===== config.mk =====
export PLATFORM = sky130hd
export DESIGN_NAME = mmst_reg
export DESIGN_NICKNAME = d
export VERILOG_FILES = /design/src/rtl/mmst_pkg.sv /design/src/rtl/mmst_feedback.sv /design/src/rtl/mmst_next.sv /design/src/rtl/mmst_reg.sv
export SDC_FILE = /design/constraint.sdc
export NUM_CORES = 1
export LEC_CHECK = 0
export BUFFER_PORTS_ARGS = -buffer_cell sky130_fd_sc_hd__buf_2
export CORE_AREA = 5 5 42 44
export DETAILED_ROUTE_END_ITERATION = 16
export DIE_AREA = 0 0 47 49
export GPL_TIMING_DRIVEN = 0
export PLACE_DENSITY = 0.7
export REMOVE_ABC_BUFFERS = 1
export SKIP_CTS_REPAIR_TIMING = 1
export SLEW_MARGIN = 25
export SYNTH_ARGS = -nofsm -noshare
export SYNTH_HDL_FRONTEND = slang
export SYNTH_HIERARCHICAL = 1
export SYNTH_SLANG_ARGS = --single-unit

===== constraint.sdc =====
create_clock -name clk -period 1.1 [get_ports clk]
set_input_delay 0.055 -clock clk [delete_from_list [all_inputs] [get_ports clk]]
set_output_delay 0.055 -clock clk [all_outputs]
set_load 0.1 [all_outputs]

===== src/rtl/mmst_pkg.sv =====
package mmst_pkg;

    typedef enum logic [1:0] {
        MODE_CLEAR = 2'b00,
        MODE_LOAD  = 2'b01,
        MODE_SCAN  = 2'b10,
        MODE_TEST  = 2'b11
    } mmst_mode_e;

endpackage


===== src/rtl/mmst_feedback.sv =====
module mmst_feedback #(
    parameter int               WIDTH    = 8,
    parameter logic [WIDTH-1:0] TAP_MASK = 8'hB8
) (
    input  logic [WIDTH-1:0] stage,
    output logic             fb
);
    logic [WIDTH-1:0] tapped;

    genvar gi;
    generate
        for (gi = 0; gi < WIDTH; gi++) begin : g_tap
            if (TAP_MASK[gi]) begin : g_on
                assign tapped[gi] = stage[gi];
            end else begin : g_off
                assign tapped[gi] = 1'b0;
            end
        end
    endgenerate

    assign fb = ^tapped;
endmodule


===== src/rtl/mmst_next.sv =====
module mmst_next
    import mmst_pkg::*;
#(
    parameter int               WIDTH    = 8,
    parameter logic [WIDTH-1:0] TAP_MASK = 8'hB8
) (
    input  mmst_mode_e       mode,
    input  logic [WIDTH-1:0] cur,
    input  logic [WIDTH-1:0] par_in,
    input  logic             scan_in,
    output logic [WIDTH-1:0] nxt
);
    logic             fb;
    logic [WIDTH-1:0] shifted;
    logic [WIDTH-1:0] lfsr_d;

    mmst_feedback #(.WIDTH(WIDTH), .TAP_MASK(TAP_MASK)) u_fb (
        .stage (cur),
        .fb    (fb)
    );

    assign shifted = {cur[WIDTH-2:0], scan_in};

    genvar gi;
    generate
        for (gi = 0; gi < WIDTH; gi++) begin : g_stage
            if (gi == 0) begin : g_head
                assign lfsr_d[gi] = fb ^ par_in[gi];
            end else begin : g_body
                assign lfsr_d[gi] = cur[gi-1] ^ par_in[gi];
            end
        end
    endgenerate

    always_comb begin
        unique case (mode)
            MODE_CLEAR: nxt = '0;
            MODE_LOAD:  nxt = par_in;
            MODE_SCAN:  nxt = shifted;
            default:    nxt = lfsr_d;
        endcase
    end
endmodule


===== src/rtl/mmst_reg.sv =====
module mmst_reg
    import mmst_pkg::*;
#(
    parameter int               WIDTH    = 8,
    parameter logic [WIDTH-1:0] TAP_MASK = 8'hB8
) (
    input  logic             clk,
    input  logic             rst_n,
    input  logic [1:0]       mode,
    input  logic [WIDTH-1:0] par_in,
    input  logic             scan_in,
    output logic [WIDTH-1:0] par_out,
    output logic             scan_out
);
    localparam int MSB = WIDTH - 1;

    typedef struct packed {
        logic [WIDTH-1:0] stage;
    } reg_state_t;

    reg_state_t state_d, state_q;
    mmst_mode_e mode_e;
    logic [WIDTH-1:0] next_stage;

    assign mode_e = mmst_mode_e'(mode);

    mmst_next #(.WIDTH(WIDTH), .TAP_MASK(TAP_MASK)) u_next (
        .mode    (mode_e),
        .cur     (state_q.stage),
        .par_in  (par_in),
        .scan_in (scan_in),
        .nxt     (next_stage)
    );

    always_comb begin
        state_d       = state_q;
        state_d.stage = next_stage;
    end

    always_ff @(posedge clk or negedge rst_n) begin
        if (!rst_n) begin
            state_q <= '0;
        end else begin
            state_q <= state_d;
        end
    end

    assign par_out  = state_q.stage;
    assign scan_out = state_q.stage[MSB];

    a_r2_clear: assert property (@(posedge clk) disable iff (!rst_n)
        (mode == 2'b00) |=> (par_out == '0));

    a_r3_load: assert property (@(posedge clk) disable iff (!rst_n)
        (mode == 2'b01) |=> (par_out == $past(par_in)));

    a_r4_shift: assert property (@(posedge clk) disable iff (!rst_n)
        (mode == 2'b10) |=> (par_out == {$past(par_out[WIDTH-2:0]), $past(scan_in)}));

    a_r6_no_lockup: assert property (@(posedge clk) disable iff (!rst_n)
        (mode == 2'b11 && par_in == '0 && par_out != '0) |=> (par_out != '0));

    a_r8_chain_end: assert property (@(posedge clk) disable iff (!rst_n)
        (mode == 2'b10) |=> (scan_out == $past(par_out[WIDTH-2])));

    initial begin
        assert (WIDTH >= 2);
    end
endmodule


==> metrics.md <==
| Metric | Value |
|---|---|
| Status | `finished with violations` |
| Failing checks | `setup timing` |
| Core area | `1400 um2` |
| Setup crit start kind | `flip-flop` |
| Max reg flops | `8` |
| Rows | `14` |
| CP max FO | `3` |
| CTS buffer count | `3` |
| Initial core utilization | `around 28%` |
| Pwr Density | `about 2000 nW/um2` |
| CTS Root Buffer Type | `clkbuf_4` |
| Max-cap violations | `0` |
| Detail Placement HPWL | `~680 um` |
| Final hold viol count | `0` |
| Critical path class | `flip-flop to flip-flop` |
| Ports | `22` |
| Drt drc | `0` |
| WL per Instance | `between 10 and 15 um` |
| Reg clk slew, reported paths | `50 ps` |
| Final setup violating endpoints | `2` |
| Fin. max-slew vios | `0` |
| Worst Path Arrival | `1360 ps` |
| Vias in the first global route | `287` |
| Routed WL | `900 um` |
| Hold/Removal Path Class | `input pin to flip-flop` |
| Worst clock skew | `2.75 ps` |
| Yosys warns | `6` |
| Drt pass-1 iters | `3` |
| Total track usage | `between 7 and 8%` |
| Die Height | `49 um` |
| Clk Latency, worst-skew pair | `~250 ps` |
| Library cells used by synthesis | `11` |
| DRT iter0 DRCs | `3` |
| Die Wd | `47 um` |
| Worst slew pin tran | `491 ps` |
| Fillers | `152` |
| # clock sinks | `8` |
| Tmin final | `around 1200 ps` |
| Mapped Cells | `39` |
| Routed vias/inst | `4.18` |
| Pleak | `0.302 nW` |
| Crit share post-route | `111%` |
| Layout cells sized above 1 | `42.2%` |
| Die area | `2300 um2` |
| Peak supply drop | `0.000988 V` |
| Routability Congestion | `0.652` |
| Syn Std Cell Area | `about 400 um2` |
| Pin count of the biggest net entering global routing | `11` |
| Remaining antenna violation count after routing | `0` |
| FF+latch count, synth | `8` |
| WHS | `53.2 ps` |
| CTS tree | `done` |
| Antenna violations before repair | `0` |
| Max-slew headroom | `67.5%` |
| Area delta synth->final | `45.1%` |
| FF-to-FF setup slack | `-120 ps` |
| Fin nets | `79` |
| CP required | `1240 ps` |
| RSZ-0062 raised after global routing | `true` |
| Gr ovfl total | `0` |
| Max Clk Rate | `817 MHz` |
| Longest Clk Path Bufs | `2` |
| Final WS setup | `-123 ps` |
| Endpoint type of the worst setup path | `flip-flop` |
| Sequential area share after synthesis | `50.2%` |
| Total power | `around 1.2 mW` |
| Inserted Diodes | `0` |
| Via count | `between 300 and 400` |
| First-pass GRT wire length | `approximately 1300 um` |
| Pre-CTS setup slack | `-176 ps` |
| Port buffer count | `21` |
| # H-tree levels | `1` |
| Syn_area_per_cell | `10.2 um2` |
[worst paths after layout]
kind,startpoint,endpoint,cells after the start
setup / recovery,par_out[4],par_out[0],4
hold reg to reg,par_out[2],par_out[3],2
hold / removal,par_in[3],par_out[3],3
setup reg to reg,par_out[4],par_out[0],4
min in group asynchronous,rst_n,par_out[0],2
max in group asynchronous,rst_n,par_out[1],2
[critical path, cell delays in order (launching register included)]
cell,delay [ps]
dfrtp_1,400
xnor2_1,190
xnor2_1,110
and4b_1,180
a211o_1,230
[synth_stat cells]
cell | number | area share, %
xnor2_1 | 2 | 4.4
dfrtp_1 | 8 | 50
buf_6 | 1 | 2.8
buf_4 | 1 | 1.9
buf_2 | 1 | 1.3
a211o_1 | 1 | 2.2
xor2_1 | 8 | 18
and4b_1 | 1 | 2.5
a21boi_0 | 1 | 1.9
and3b_1 | 1 | 2.2
nand2_1 | 14 | 13
[cells in the final DEF, fill, tap and decap left out, drive strengths merged]
| master | instances |
|---|---|
| xnor2 | 2 |
| a21boi | 1 |
| xor2 | 8 |
| clkbuf | 8 |
| nand2 | 14 |
| dfrtp | 8 |
| buf | 19 |
| dlygate4sd3 | 1 |
| a211o | 1 |
| and3b | 1 |
| and4b | 1 |
[final cells by class]
cell class	instances	area, um2	share of cell area [%]
clock buffer	3	22.5	3.89
multi-input combinational	28	175	30.2
sequential	8	200	34.6
tap	16	20.0	3.46
timing repair buffer	25	161	27.9
[power by group]
part	internal [mW]	switching, mW
clock network	0.125	0.0956
registers	0.338	0.0279
logic	0.146	0.454
total	0.609	0.578
[per-stage QoR]
stage,cell area (um2),utilization (%),instances,setup TNS (ps)
6_report,579,41.3,80,-157
5_1_grt,579,41.3,80,-286
4_1_cts,523,37.3,76,-397
3_5_place_dp,500,35.7,73,-176
3_3_place_gp,500,35.7,73,-165
2_1_floorplan,375,-,36,-4020
[cells by family after synthesis]
logic type             count (synthesis)  synth area share [%]
AO/OA/AOI/OAI                          2                  4.08
flip-flops                             8                  50.2
buffers and inverters                  3                  5.96
AND/OR/NAND/NOR                       16                  17.9
XOR/XNOR                              10                  21.9
[routing by layer]
layer,routed length (um),GRT usage [%]
met4,0,1.38
met3,109,7.01
met5,0,0
met1,392,9.93
met2,398,10.4
Note: power is estimated with default switching activity, not from simulation.
